$ cat src/rtl/sif_pkg.sv
package sif_pkg;

    typedef enum logic [1:0] {
        ROUTE_IDLE = 2'd0,
        ROUTE_ALU  = 2'd1,
        ROUTE_VEC  = 2'd2
    } route_e;

    localparam int unsigned INT_REGS = 32;
    localparam int unsigned RD_PORTS = 3;
    localparam int unsigned RD_SRC1  = 0;
    localparam int unsigned RD_SRC2  = 1;
    localparam int unsigned RD_DST   = 2;

endpackage

$ cat src/rtl/sif_flag_table.sv
module sif_flag_table #(
    parameter int unsigned NUM_REGS = 64,
    parameter int unsigned IDX_W    = 6
) (
    input  logic                              clk,
    input  logic                              rst_n,
    input  logic                              wr_en,
    input  logic [IDX_W-1:0]                  wr_idx,
    input  logic                              wr_val,
    input  logic [sif_pkg::RD_PORTS*IDX_W-1:0] rd_idx,
    output logic [sif_pkg::RD_PORTS-1:0]       rd_flag,
    output logic [NUM_REGS-1:0]               flags_o
);

    typedef struct packed {
        logic [NUM_REGS-1:0] flags;
    } tbl_state_t;

    tbl_state_t st_d, st_q;

    // single write port
    always_comb begin
        st_d = st_q;
        if (wr_en) begin
            st_d.flags[wr_idx] = wr_val;
        end
    end

    always_ff @(posedge clk or negedge rst_n) begin
        if (!rst_n) begin
            st_q <= '0;
        end else begin
            st_q <= st_d;
        end
    end

    // three independent read ports
    for (genvar g = 0; g < sif_pkg::RD_PORTS; g++) begin : g_rd
        assign rd_flag[g] = st_q.flags[rd_idx[g*IDX_W +: IDX_W]];
    end

    assign flags_o = st_q.flags;

endmodule

$ cat src/rtl/sif_update_arb.sv
module sif_update_arb #(
    parameter int unsigned NUM_MAP = 4,
    parameter int unsigned IDX_W   = 6
) (
    input  logic                       clk,
    input  logic                       rst_n,
    input  logic [NUM_MAP-1:0]         map_we,
    input  logic [NUM_MAP*IDX_W-1:0]   map_reg,
    input  logic [NUM_MAP-1:0]         map_en,
    output logic                       wr_en,
    output logic [IDX_W-1:0]           wr_idx,
    output logic                       wr_val
);

    typedef struct packed {
        logic [NUM_MAP-1:0]       pend_v;
        logic [NUM_MAP*IDX_W-1:0] pend_reg;
        logic [NUM_MAP-1:0]       pend_en;
    } arb_state_t;

    arb_state_t st_d, st_q;

    logic [NUM_MAP-1:0]       eff_v;
    logic [NUM_MAP*IDX_W-1:0] eff_reg;
    logic [NUM_MAP-1:0]       eff_en;

    // a fresh write replaces whatever the entry still had pending
    for (genvar g = 0; g < NUM_MAP; g++) begin : g_eff
        assign eff_v[g]                  = map_we[g] | st_q.pend_v[g];
        assign eff_reg[g*IDX_W +: IDX_W] = map_we[g] ? map_reg[g*IDX_W +: IDX_W]
                                                     : st_q.pend_reg[g*IDX_W +: IDX_W];
        assign eff_en[g]                 = map_we[g] ? map_en[g] : st_q.pend_en[g];
    end

    // lowest requesting entry owns the write port this cycle
    always_comb begin
        logic granted;
        st_d    = st_q;
        granted = 1'b0;
        wr_en   = 1'b0;
        wr_idx  = '0;
        wr_val  = 1'b0;
        for (int i = 0; i < int'(NUM_MAP); i++) begin
            st_d.pend_reg[i*IDX_W +: IDX_W] = eff_reg[i*IDX_W +: IDX_W];
            st_d.pend_en[i]                 = eff_en[i];
            if (eff_v[i] && !granted) begin
                granted         = 1'b1;
                wr_en           = 1'b1;
                wr_idx          = eff_reg[i*IDX_W +: IDX_W];
                wr_val          = eff_en[i];
                st_d.pend_v[i]  = 1'b0;
            end else begin
                st_d.pend_v[i]  = eff_v[i];
            end
        end
    end

    always_ff @(posedge clk or negedge rst_n) begin
        if (!rst_n) begin
            st_q <= '0;
        end else begin
            st_q <= st_d;
        end
    end

endmodule

$ cat src/rtl/sif_scalar_check.sv
module sif_scalar_check (
    input  logic [sif_pkg::RD_PORTS-1:0] flag_in,
    input  logic                         src2_used,
    output logic                         is_scalar
);

    logic [sif_pkg::RD_PORTS-1:0] live;

    always_comb begin
        live                   = flag_in;
        live[sif_pkg::RD_SRC2] = flag_in[sif_pkg::RD_SRC2] & src2_used;
        is_scalar              = ~(|live);
    end

endmodule

$ cat src/rtl/scalar_issue_filter.sv
module scalar_issue_filter #(
    parameter  int unsigned HAS_FP   = 1,
    parameter  int unsigned NUM_MAP  = 4,
    parameter  int unsigned TAG_W    = 8,
    localparam int unsigned NUM_REGS = sif_pkg::INT_REGS * ((HAS_FP != 0) ? 2 : 1),
    localparam int unsigned IDX_W    = $clog2(NUM_REGS)
) (
    input  logic                     clk,
    input  logic                     rst_n,
    input  logic                     lk_valid,
    input  logic [IDX_W-1:0]         lk_src1,
    input  logic [IDX_W-1:0]         lk_src2,
    input  logic [IDX_W-1:0]         lk_dst,
    input  logic                     lk_src2_used,
    input  logic [TAG_W-1:0]         lk_tag,
    input  logic [NUM_MAP-1:0]       map_we,
    input  logic [NUM_MAP*IDX_W-1:0] map_reg,
    input  logic [NUM_MAP-1:0]       map_en,
    output logic                     alu_valid,
    output logic                     vec_valid,
    output logic [TAG_W-1:0]         out_tag
);

    import sif_pkg::*;

    typedef struct packed {
        route_e           route;
        logic [TAG_W-1:0] tag;
    } out_state_t;

    out_state_t out_d, out_q;

    logic                         wr_en;
    logic [IDX_W-1:0]             wr_idx;
    logic                         wr_val;
    logic [RD_PORTS*IDX_W-1:0]    rd_idx;
    logic [RD_PORTS-1:0]          rd_flag;
    logic [NUM_REGS-1:0]          flag_vec;
    logic                         is_scalar;

    always_comb begin
        rd_idx                            = '0;
        rd_idx[RD_SRC1*IDX_W +: IDX_W]    = lk_src1;
        rd_idx[RD_SRC2*IDX_W +: IDX_W]    = lk_src2;
        rd_idx[RD_DST*IDX_W +: IDX_W]     = lk_dst;
    end

    sif_update_arb #(
        .NUM_MAP (NUM_MAP),
        .IDX_W   (IDX_W)
    ) u_arb (
        .clk     (clk),
        .rst_n   (rst_n),
        .map_we  (map_we),
        .map_reg (map_reg),
        .map_en  (map_en),
        .wr_en   (wr_en),
        .wr_idx  (wr_idx),
        .wr_val  (wr_val)
    );

    sif_flag_table #(
        .NUM_REGS (NUM_REGS),
        .IDX_W    (IDX_W)
    ) u_table (
        .clk     (clk),
        .rst_n   (rst_n),
        .wr_en   (wr_en),
        .wr_idx  (wr_idx),
        .wr_val  (wr_val),
        .rd_idx  (rd_idx),
        .rd_flag (rd_flag),
        .flags_o (flag_vec)
    );

    sif_scalar_check u_check (
        .flag_in   (rd_flag),
        .src2_used (lk_src2_used),
        .is_scalar (is_scalar)
    );

    always_comb begin
        out_d = out_q;
        if (!lk_valid) begin
            out_d.route = ROUTE_IDLE;
        end else begin
            out_d.route = is_scalar ? ROUTE_ALU : ROUTE_VEC;
            out_d.tag   = lk_tag;
        end
    end

    always_ff @(posedge clk or negedge rst_n) begin
        if (!rst_n) begin
            out_q <= '{route: ROUTE_IDLE, tag: '0};
        end else begin
            out_q <= out_d;
        end
    end

    assign alu_valid = (out_q.route == ROUTE_ALU);
    assign vec_valid = (out_q.route == ROUTE_VEC);
    assign out_tag   = out_q.tag;

endmodule

$ cat config.mk
export PLATFORM = sky130hd
export DESIGN_NAME = scalar_issue_filter
export DESIGN_NICKNAME = d
export VERILOG_FILES = /design/src/rtl/sif_pkg.sv /design/src/rtl/sif_flag_table.sv /design/src/rtl/sif_update_arb.sv /design/src/rtl/sif_scalar_check.sv /design/src/rtl/scalar_issue_filter.sv
export SDC_FILE = /design/constraint.sdc
export NUM_CORES = 1
export LEC_CHECK = 0
export ABC_AREA = 1
export BUFFER_PORTS_ARGS = -buffer_cell sky130_fd_sc_hd__buf_2
export CORE_UTILIZATION = 35
export CTS_CLUSTER_SIZE = 8
export DETAILED_ROUTE_END_ITERATION = 16
export GPL_TIMING_DRIVEN = 0
export MAX_ROUTING_LAYER = met4
export PLACE_DENSITY = 0.6
export SLEW_MARGIN = 0
export SYNTH_ARGS = -nofsm -noshare
export SYNTH_HDL_FRONTEND = slang
export SYNTH_SLANG_ARGS = --single-unit
$ cat constraint.sdc
create_clock -name clk -period 1.9 [get_ports clk]
set_clock_uncertainty 0.15 [all_clocks]
set_input_delay 0.095 -clock clk [delete_from_list [all_inputs] [get_ports clk]]
set_output_delay 0.095 -clock clk [all_outputs]
set_load 0.01 [all_outputs]
==> metrics <==
status=finished with violations; failing checks=setup timing; ANT cells=0; sequential cell area=0.00245 sq mm; Worst Path Required=1.98 ns; worst hold path depth=5; Worst Setup End Kind=flip-flop; Final nets=1,155; H-tree lvl count=3; FP Rows=48; top cell type's share of synthesized area=39.4%; Max Fclk=473 MHz; multi-input logic area=0.00358 sq mm; largest net degree at the start of global routing=57; WL final=22,200 um; global router's overall resource usage=25.9%; DR iter-0 viols=785; r2r worst-path depth=13; reg-to-reg startpoint=u_arb.st_q[29]; CTS tree=done; Hold Path Sink=u_arb.st_q[30]; Syn Nets=1,005; cell with the most instances after synthesis=nand2_1; initial antenna violation count=0; first-pass GRT wire length=34,800 um; Yosys warning count=0; CP Data Arrival Time=2.20 ns; type of the tightest min-delay check=input pin to flip-flop; vias in the first global route=6,469; Die Wd=135 um; Main synth FF type=dfrtp_1; fraction of registers with async set/reset=100%; Final TNS setup=-8.65 ns; Setup-failing EPs final=64; CTS max path bufs=2; power per cell area=930 mW/mm^2; Worst Hold Launch=map_we[1]; full die area=0.0183 sq mm; sw frac=36.9%; core area=0.0173 sq mm; I/O pin cnt=72; DRC viols=0; routed vias/inst=5.22; period utilization=111%; Int Pwr=0.00488 W; max-slew violations=0; startpoint types=flip-flop; area leader, netlist=dfrtp_1; relative slew slack=51.7%; sequential share of the synthesized area=39.4%; reg2reg end=u_table.flags_o[28]; Mapped Area=0.00622 sq mm; die height=135 um; main area contributors after synthesis=dfrtp_1 (39%), nand2_1 (27%), nand3_1 (13%), o21ai_1 (4.2%), nor2_4 (2.9%); post-route cell area=0.00833 sq mm; worst-path fanout max=8; Placer Congestion=0.993; TritonCTS Buffers=9; LEAKAGE=3.83 nW; HPWL after DPL=15,100 um; Comb power frac=29.7%; share of layout cells above drive strength 1=19.9%; clock root buffer master=clkbuf_16; Sink Count=98; clk_lat worst skew=0.35 ns; Commonest cells post-synth=nand2_1 (453), nand3_1 (160), dfrtp_1 (98); fin worst setup slack=-0.216 ns; router iterations before antenna repair=5; Placed Area=0.00682 sq mm; post-layout min period=2.12 ns; Worst-Margin Slew=0.724 ns; Synth Register Bits=98; Worst-path clk slew=0.08 ns; Net Sw Power=0.00286 W; library cells used by synthesis=29; Mapped Cells=943; Post-synth EDFFs=0; Initial Util=36.0%; peak supply drop=538 uV; syn_area_per_cell=6.60 sq um; CP Class=flip-flop to flip-flop; hold violation total from the final report=0; power share of the clock group=28.0%; sequential share of power=42.3%; Port Buffer Count=57; unrepaired setup endpoints after global routing=true; reg-to-reg setup timing slack=-0.22 ns; Max Cap Violations=0; Detail Route Antenna Nets=0; P&R area growth vs syn=33.9%; WL per Instance=16.8 um; Fillers=1,716; via count=6,901; grt ovf=0
[registers in the layout (all words and copies together) (netlist names)]
signal and count:
u_table.flags_o 64, u_arb.st_q 24, out_tag 8, out_q 2
[critical path, cell delays in order, from the launching register on]
cell and delay, ns:
dfrtp_1 0.40, nor2_4 0.17, nand2_4 0.07, nor2_4 0.15, inv_4 0.07, o21ai_4 0.17
a21oi_4 0.07, inv_2 0.08, nand2_2 0.10, nor2_4 0.27, buf_6 0.14, nand2_2 0.04
nand2_1 0.05, o21ai_1 0.06
[layout make-up]
type	instances	area share, %
clock inverter	7	1.47
timing repair buffer	139	14.5
inverter	44	2.19
multi-input combinational	748	43.0
sequential	98	29.5
tap	225	3.38
buffer	53	3.23
clock buffer	9	2.71
[per-stage QoR]
| step | setup slack, ns | utilization, % | hold WS [ns] | std cells | total power [W] |
|---|---|---|---|---|---|
| 2_1_floorplan | 0.0315 | - | -0.351 | 943 | 0.00443 |
| 3_3_place_gp | -0.558 | 39.2 | 0.149 | 1225 | 0.00514 |
| 3_5_place_dp | -0.552 | 39.4 | -0.00988 | 1226 | 0.00518 |
| 4_1_cts | -0.128 | 46.9 | 0.0410 | 1318 | 0.00764 |
| 5_1_grt | -0.318 | 48.1 | 0.0694 | 1323 | 0.00820 |
| 6_report | -0.216 | 48.1 | 0.0338 | 1323 | 0.00774 |
[per-layer routing]
layer	GRT usage [%]	part of all wire [%]	up-vias
li1	-	-	3317
met1	34.6	45	3240
met2	39.6	46	306
met5	-	0	-
met3	4.19	7.2	38
met4	9.05	2.0	0
[placed cells by master, fill, tap and decap left out, types with 2 or more instances in the layout]
master           n
nand2_1        416
nand3_1        159
dfrtp_1         98
buf_2           60
dlygate4sd3_1   55
o21ai_1         54
nand2_2         34
inv_1           32
clkbuf_1        26
o21ai_0         20
buf_4           18
nor2_4          18
buf_6           11
clkbuf_2        10
clkbuf_16        9
buf_12           9
nor2_1           8
inv_2            6
or2_2            6
a21oi_4          6
or2_1            4
nand2_4          4
inv_4            3
nand3b_1         3
inv_6            3
a21boi_2         3
o21ai_4          3
bufinv_16        3
nor2_2           2
nand3_2          2
a21boi_1         2
clkbuf_4         2
clkinvlp_4       2
[timing repair]
item / in CTS / in global routing
pin swaps: 27 / 15
hold buffers: 55 / 0
gates resized for setup: 53 / 62
buffers inserted: 21 / 5
setup endpoints to repair: 65 / 66
gates cloned: 0 / 0
endpoints found under the hold margin: 76 / 0
[power groups by stage]
stage                     Clock, W  Sequential [W]  Combinational, W
after floorplan                  0         0.00300           0.00143
after global placement           0         0.00327           0.00186
after detailed placement         0         0.00328           0.00191
after CTS                  0.00221         0.00324           0.00219
after global routing       0.00229         0.00333           0.00258
final                      0.00217         0.00327           0.00230
[how the worst max path moves through the flow]
stage / depth (start not counted) / endpoint / from / slack, ns
2_1_floorplan: 10 / u_table.flags_o[8] / u_arb.st_q[29] / 0.03
3_3_place_gp: 1 / u_arb.st_q[15] / rst_n / -0.56
3_5_place_dp: 8 / u_table.flags_o[27] / u_arb.st_q[29] / -0.55
4_1_cts: 12 / u_table.flags_o[61] / u_arb.st_q[29] / -0.13
5_1_grt: 13 / u_table.flags_o[28] / u_arb.st_q[29] / -0.32
6_report: 13 / u_table.flags_o[28] / u_arb.st_q[29] / -0.22
[cells by family after synthesis]
logic type | Yosys count | synth area share (%)
flops | 98 | 39.4
buf+inv | 97 | 6.86
simple gates | 657 | 45.7
compound gates | 91 | 8.05
(Power assumes the default switching activity.)
